`src/rtl/tw_deglitch_pkg.sv`:
```
package tw_deglitch_pkg;

  // Per-line status from datapath to control
  typedef struct packed {
    logic differ;    // synchronized input disagrees with filtered level
    logic qualFull;  // one more differing sample completes qualification
    logic revFull;   // one more reversion sample reaches the tolerance
  } lineStat_t;

  // Per-line strobes from control to datapath
  typedef struct packed {
    logic qualInc;
    logic qualClr;
    logic revInc;
    logic revClr;
    logic flip;
  } lineCtrl_t;

  localparam int unsigned SCL_IDX = 0;
  localparam int unsigned SDA_IDX = 1;

endpackage

```
`src/rtl/tw_deglitch_ctrl.sv`:
```
module tw_deglitch_ctrl
  import tw_deglitch_pkg::*;
#(
  parameter int unsigned NUM_LINES = 2
) (
  input  lineStat_t [NUM_LINES-1:0] stat,
  output lineCtrl_t [NUM_LINES-1:0] ctrl
);

  always_comb begin
    for (int i = 0; i < NUM_LINES; i++) begin
      ctrl[i] = '0;
      if (stat[i].differ) begin
        // new level present: advance qualification, forget reversions
        ctrl[i].revClr = 1'b1;
        if (stat[i].qualFull) begin
          ctrl[i].flip    = 1'b1;
          ctrl[i].qualClr = 1'b1;
        end else begin
          ctrl[i].qualInc = 1'b1;
        end
      end else begin
        // input back at old level: count toward tolerance
        if (stat[i].revFull) begin
          ctrl[i].qualClr = 1'b1;
        end else begin
          ctrl[i].revInc = 1'b1;
        end
      end
    end
  end

endmodule

```
`src/rtl/tw_deglitch_dp.sv`:
```
module tw_deglitch_dp
  import tw_deglitch_pkg::*;
#(
  parameter int unsigned NUM_LINES   = 2,
  parameter int unsigned SYNC_STAGES = 2,
  parameter int unsigned QUAL_TICKS  = 12,
  parameter int unsigned REV_TOL     = 1
) (
  input  logic                      clk,
  input  logic                      rstN,
  input  logic      [NUM_LINES-1:0] rawIn,
  input  lineCtrl_t [NUM_LINES-1:0] ctrl,
  output lineStat_t [NUM_LINES-1:0] stat,
  output logic      [NUM_LINES-1:0] filtOut,
  output logic      [NUM_LINES-1:0] riseOut,
  output logic      [NUM_LINES-1:0] fallOut
);

  localparam int unsigned QW = $clog2(QUAL_TICKS + 1);
  localparam int unsigned RW = $clog2(REV_TOL + 1);
  localparam logic [QW-1:0] QUAL_LAST = QW'(QUAL_TICKS - 1);
  localparam logic [RW-1:0] REV_LAST  = RW'(REV_TOL - 1);

  for (genvar g = 0; g < NUM_LINES; g++) begin : gLine
    logic [SYNC_STAGES-1:0] syncSh;
    logic [QW-1:0]          qualCnt;
    logic [RW-1:0]          revCnt;
    logic                   filtQ;
    logic                   riseQ;
    logic                   fallQ;
    lineStat_t              st;

    always_ff @(posedge clk or negedge rstN) begin
      if (!rstN) begin
        syncSh <= '1;
      end else begin
        syncSh <= {syncSh[SYNC_STAGES-2:0], rawIn[g]};
      end
    end

    always_comb begin
      st.differ   = syncSh[SYNC_STAGES-1] != filtQ;
      st.qualFull = qualCnt == QUAL_LAST;
      st.revFull  = revCnt >= REV_LAST;
    end

    always_ff @(posedge clk or negedge rstN) begin
      if (!rstN) begin
        qualCnt <= '0;
        revCnt  <= '0;
      end else begin
        if (ctrl[g].qualClr) begin
          qualCnt <= '0;
        end else if (ctrl[g].qualInc) begin
          qualCnt <= qualCnt + 1'b1;
        end
        if (ctrl[g].revClr) begin
          revCnt <= '0;
        end else if (ctrl[g].revInc) begin
          revCnt <= revCnt + 1'b1;
        end
      end
    end

    always_ff @(posedge clk or negedge rstN) begin
      if (!rstN) begin
        filtQ <= 1'b1;
        riseQ <= 1'b0;
        fallQ <= 1'b0;
      end else begin
        if (ctrl[g].flip) begin
          filtQ <= ~filtQ;
        end
        riseQ <= ctrl[g].flip & ~filtQ;
        fallQ <= ctrl[g].flip & filtQ;
      end
    end

    assign stat[g]    = st;
    assign filtOut[g] = filtQ;
    assign riseOut[g] = riseQ;
    assign fallOut[g] = fallQ;
  end

endmodule

```
`src/rtl/tw_deglitch.sv`:
```
module tw_deglitch
  import tw_deglitch_pkg::*;
#(
  parameter int unsigned SYNC_STAGES = 2,
  parameter int unsigned QUAL_TICKS  = 12,
  parameter int unsigned REV_TOL     = 1
) (
  input  logic clk,
  input  logic rstN,
  input  logic sclRaw,
  input  logic sdaRaw,
  output logic sclFilt,
  output logic sdaFilt,
  output logic sclRise,
  output logic sclFall,
  output logic sdaRise,
  output logic sdaFall
);

  localparam int unsigned NUM_LINES = 2;

  logic      [NUM_LINES-1:0] rawIn;
  logic      [NUM_LINES-1:0] filtOut;
  logic      [NUM_LINES-1:0] riseOut;
  logic      [NUM_LINES-1:0] fallOut;
  lineStat_t [NUM_LINES-1:0] stat;
  lineCtrl_t [NUM_LINES-1:0] ctrl;

  assign rawIn[SCL_IDX] = sclRaw;
  assign rawIn[SDA_IDX] = sdaRaw;

  tw_deglitch_dp #(
    .NUM_LINES  (NUM_LINES),
    .SYNC_STAGES(SYNC_STAGES),
    .QUAL_TICKS (QUAL_TICKS),
    .REV_TOL    (REV_TOL)
  ) dp_i (
    .clk    (clk),
    .rstN   (rstN),
    .rawIn  (rawIn),
    .ctrl   (ctrl),
    .stat   (stat),
    .filtOut(filtOut),
    .riseOut(riseOut),
    .fallOut(fallOut)
  );

  tw_deglitch_ctrl #(
    .NUM_LINES(NUM_LINES)
  ) ctrl_i (
    .stat(stat),
    .ctrl(ctrl)
  );

  assign sclFilt = filtOut[SCL_IDX];
  assign sdaFilt = filtOut[SDA_IDX];
  assign sclRise = riseOut[SCL_IDX];
  assign sclFall = fallOut[SCL_IDX];
  assign sdaRise = riseOut[SDA_IDX];
  assign sdaFall = fallOut[SDA_IDX];

endmodule

```
`config.mk`:
```
export PLATFORM = sky130hd
export DESIGN_NAME = tw_deglitch
export DESIGN_NICKNAME = d
export VERILOG_FILES = /design/src/rtl/tw_deglitch_pkg.sv /design/src/rtl/tw_deglitch_ctrl.sv /design/src/rtl/tw_deglitch_dp.sv /design/src/rtl/tw_deglitch.sv
export SDC_FILE = /design/constraint.sdc
export NUM_CORES = 1
export LEC_CHECK = 0
export BUFFER_PORTS_ARGS = -buffer_cell sky130_fd_sc_hd__buf_2
export CORE_ASPECT_RATIO = 0.8
export CORE_MARGIN = 5
export CORE_UTILIZATION = 28
export CTS_CLUSTER_SIZE = 30
export DETAILED_ROUTE_END_ITERATION = 8
export GPL_TIMING_DRIVEN = 1
export SLEW_MARGIN = 20
export SYNTH_ARGS = -nofsm -noshare
export SYNTH_HDL_FRONTEND = slang
export SYNTH_SLANG_ARGS = --single-unit
```
`constraint.sdc`:
```
create_clock -name clk -period 1.3 [get_ports clk]
set_input_delay 0.39 -clock clk [delete_from_list [all_inputs] [get_ports clk]]
set_output_delay 0.39 -clock clk [all_outputs]
set_load 0.005 [all_outputs]
```
# Word-level counts from Yosys, hierarchy flattened

Index checks and enable logic that the tools add are counted.
W data, S select, Z words.

Register bits after elaboration: 20
Input bits: 4
Output and inout bits: 6
Logic and storage cells: 56

Add/sub/neg operators: 4
Order comparisons: 2
Equality and inequality tests: 4
Multiplexer cells: 24
Bitwise gates (word level): 6
Reduce and logical (&&, ||, !) cells: 4

Operators by type and width:

| kind                  | count |
|---|---|
| $mux W1               | 18 |
| $mux W4               | 4 |
| $add A4 B1 Y4 const B | 2 |
| $eq A4 B4 Y1 const B  | 2 |
| $reduce_bool A2 Y1    | 4 |
| $and A1 B1 Y1         | 4 |
| $mux W2               | 2 |
| $add A1 B1 Y1 const B | 2 |
| $ge A1 B1 Y1 const B  | 2 |
| $ne A1 B1 Y1          | 2 |
| $not A1 Y1            | 2 |

# Longest topological paths before layout

Depth in word-level cells: 5
Gate-level depth with buffers: 4
Gate-level depth less buffers: 4

# Hierarchy

Synthesis repeated with hierarchy kept, for this count alone.

Cells, all modules: 71
Area, all modules: 864.6 um2

By module, submodules not included:

| module           | times used | cells an instance | area each (um2) | seq. area each (um2) |
|---|---|---|---|---|
| tw_deglitch_dp   | 1          | 61                | 784.5           | 457.9 |
| tw_deglitch_ctrl | 1          | 10                | 80.1            | 0.0 |

# Worst setup path before layout

No wires, ideal clock.

Path type: flip-flop to flip-flop
Start: register dp_i.gLine[1].qualCnt[0]
End: register dp_i.gLine[1].filtQ
Library setup time: 82 ps
Arrival time: 1087 ps
Required time: 1218 ps
Path slack: 131 ps
Stages on the path, launching flop included: 4
Path buffers: 0
Period minus slack after synthesis: 1169 ps
Path through: dfrtp_1 ha_1 nand3b_1 mux2_2

Cells in the longest elaborated chain, start to end: 3

RTL lines:

| element                  | RTL line               | text |
|---|---|---|
| start: declaration       | tw_deglitch_dp.sv:26   | `logic [QW-1:0] qualCnt;` |
| start signal: assignment | tw_deglitch_dp.sv:55   | `qualCnt <= qualCnt + 1'b1;` |
| $eq A4 B4 Y1             | tw_deglitch_dp.sv:43   | `st.qualFull = qualCnt == QUAL_LAST;` |
| $mux W1                  | tw_deglitch_ctrl.sv:16 | `if (stat[i].qualFull) begin` |
| $mux W2                  | tw_deglitch_ctrl.sv:13 | `if (stat[i].differ) begin` |
| end signal: assignment   | tw_deglitch_dp.sv:72   | `filtQ <= ~filtQ;` |
| end: declaration         | tw_deglitch_dp.sv:28   | `logic filtQ;` |

Every way passes these cells.
A chain may end at the register's enable or synchronous reset.

# Worst setup path in the final report

Start: register dp_i.gLine[0].filtQ
End: output port sclFilt

RTL lines:

| element                  | RTL line             | text |
|---|---|---|
| start: declaration       | tw_deglitch_dp.sv:28 |  |
| start signal: assignment | tw_deglitch_dp.sv:72 |  |
| end: declaration         | tw_deglitch.sv:12    | `output logic sclFilt,` |

No word-level cell between the ends.

==> reports/metrics.yaml <==
vias: 443
path_depth: 1
synth_commonest_cells: "12 x dfrtp_1, 6 x dfstp_2, 5 x nor3b_1"
async_flop_share_pct: 100
yosysSeqAreaShare_pct: 63.8
die_height_um: 55.3
synth_cell_types: 21
period_share_pct: 103
hold_viol: 0
setup_viol: 2
finalMaxSlewViolations: 0
crit_family: "flip-flops"
gp_congestion: 0.677
worst_pin_slew_ns: 0.388
initial_core_util_pct: 29.4
status: "finished, violations left"
ys_ff_latch: 18
multiInputGateArea_um2: 273
crit_path_end_kind: "output pin"
grt_start_max_net_pins: 19
crit_type: "register to output pin"
synth_area_per_cell_um2: 13.6
dieArea_mm2: 0.00368
layout.cells.non_filler: 106
r2r_cells: 3
start_kind: "register"
grt_pass1_wl_um: 2060
dr.pass1.iters: 4
min_path_type: "primary input to asynchronous set/reset pin"
setup_ws_ns: -0.0359
synthCells: 53
antennaDiodeCount: 0
critPathRequiredTime_ns: 0.91
power.density_mw_per_mm2: 1100
fin_nets: 77
fmax_mhz: 749
route.detailed.drc: 0
p_leak_uw: 0.000414
yosys_most_used_dff: "dfrtp_1"
critPathSlowestCell: "dfstp_2"
place_hpwl_um: 830
clk_pin_slew_ns: 0.10
failed_checks: "setup timing"
rsz0062_at_grt: "true"
ioPinCount: 10
fill_cells: 254
initialDrtViolationCount: 10
slowest_delay_ns: 0.55
fin_skew_ns: 0.00774
grtUsageTotal_pct: 7.32
cp_data_arrival_time_ns: 0.95
critPathBufInv: 1
cts_max_path_buffers: 2
dp_cells: 100
cts_tree: "yes"
maxCapViolations: 0
wirelength_um: 1120
floorplan.rows: 16
hold_buffers: 0
yosys.area.top_type: "dfrtp_1"
cts_inserted_buffers: 3
io_buffer_count: 9
fin_hold_ws_ns: 0.0118
root_buffer: "clkbuf_4"
ir_worst_vdd_uv: 808
yosys_warnings: 0
yosysTopAreaCellShare_pct: 41.8
synth-edff-count: 0
vias_per_cell: 4.18
cts.sinks: 18
worstPathCellList: "buf_2"
area_growth_pct: 24.9
antenna_found_initial: 0
wl_per_cell_um: 10.5
relSlewSlack_pct: 74.2
grt_pass1_vias: 452
core_area_mm2: 0.00244
register_area_um2: 458
die_w_um: 66.6
netlist_area_um2: 718
cp_max_fo: 2
fin_crit_ns: 1.34
post-synth-top-count-cell: "dfrtp_1"
clk_latency_ns: 0.28
syn_nets: 59
drtAntennaViolNets: 0
overflow: 0
ys_top_cells_by_area: "dfrtp_1 42%, dfstp_2 22%, nor3b_1 5.2%"
htree_levels: 1
layout-drive-gt1-share_pct: 41.4
[layout by cell type, fill, tap and decap left out, types with 3 or more instances in the layout]
cell type,count
dfrtp_1,12
buf_2,8
dfstp_2,6
nor3b_1,4
nor2_1,4
a21oi_1,4
buf_4,4
clkbuf_4,3
[metrics by stage]
| step | util (%) | worst slack, ns | total power, uW | cell area (um2) | setup TNS, ns |
|---|---|---|---|---|---|
| 3_5_place_dp | 33.7 | 0.131 | 671 | 823 | 0 |
| 2_1_floorplan | - | 0.131 | 646 | 718 | 0 |
| 6_report | 36.7 | -0.0359 | 988 | 897 | -0.0492 |
| 5_1_grt | 36.7 | -0.0727 | 1050 | 897 | -0.127 |
| 3_3_place_gp | 33.7 | 0.137 | 670 | 823 | 0 |
| 4_1_cts | 35.8 | -0.0433 | 1000 | 875 | -0.0736 |
[registers in the layout (all words and copies together) (netlist names)]
register            cells
dp_i.gLine.qualCnt      8
dp_i.gLine.syncSh       4
dp_i.gLine.filtQ        2
dp_i.gLine.riseQ        2
dp_i.gLine.fallQ        2
[final cells by class]
class,instances,share of cell area (%)
Multi-Input combinational cell,34,30.4
Sequential cell,18,51.0
Inverter,1,0.418
Timing Repair Buffer,13,9.07
Clock buffer,4,4.04
Tap cell,36,5.02
[path summary, 6_finish.rpt]
| kind | from | endpoint | slack [ns] |
|---|---|---|---|
| worst min register to register | dp_i.gLine[0].syncSh[0]$_DFF_PN1_ | dp_i.gLine[0].syncSh[1]$_DFF_PN1_ | 0.36 |
| max in group asynchronous | rstN | dp_i.gLine[0].syncSh[1]$_DFF_PN1_ | 0.97 |
| worst max-delay path | dp_i.gLine[0].filtQ$_DFFE_PN1P_ | sclFilt | -0.04 |
| worst min-delay path | rstN | dp_i.gLine[0].qualCnt[1]$_DFFE_PN0P_ | 0.01 |
| min in group clk | sclRaw | dp_i.gLine[0].syncSh[0]$_DFF_PN1_ | 0.20 |
| worst max register to register | dp_i.gLine[1].qualCnt[0]$_DFFE_PN0P_ | dp_i.gLine[1].filtQ$_DFFE_PN1P_ | 0.12 |
[per-layer routing]
metal / vias up / global-route usage (%) / wire length, um
met5: - / 0 / 0
met4: 0 / 1.74 / 0
met3: 0 / 3.65 / 51
met2: 8 / 10.2 / 537
met1: 214 / 10.1 / 529
li1: 221 / - / -
[worst register-to-register path: cells and delay by family (launching register included)]
family        cells  cell delay [ns]
fa+ha+maj         1             0.24
simple gates      1             0.12
mux               1             0.34
flops             1             0.42
[report_power, final]
| part | switching [uW] | internal (uW) |
|---|---|---|
| registers | 19.2 | 587 |
| logic | 30.2 | 26.8 |
| clock network | 155 | 170 |
| total | 205 | 784 |
[kinds of logic (layout without fill, tap and decap cells)]
| logic type | count (synthesis) | count (layout) | share of synthesized area, % |
|---|---|---|---|
| AOI/OAI and AO/OA | 6 | 6 | 4.88 |
| xor gates and xnor gates | 3 | 3 | 4.70 |
| adders and majority gates | 2 | 2 | 3.48 |
| buffers and inverters | 1 | 18 | 0.522 |
| DFF | 18 | 18 | 63.8 |
| muxes | 2 | 2 | 3.14 |
| and+or+nand+nor | 21 | 21 | 19.5 |
[timing repair]
action	in CTS	in global routing
gates resized for setup	0	3
endpoints found under the setup margin	2	4
setup buffers	2	0
cloned	0	0
endpoints found under the hold margin	0	0
Power figures use the tool's default switching activity.
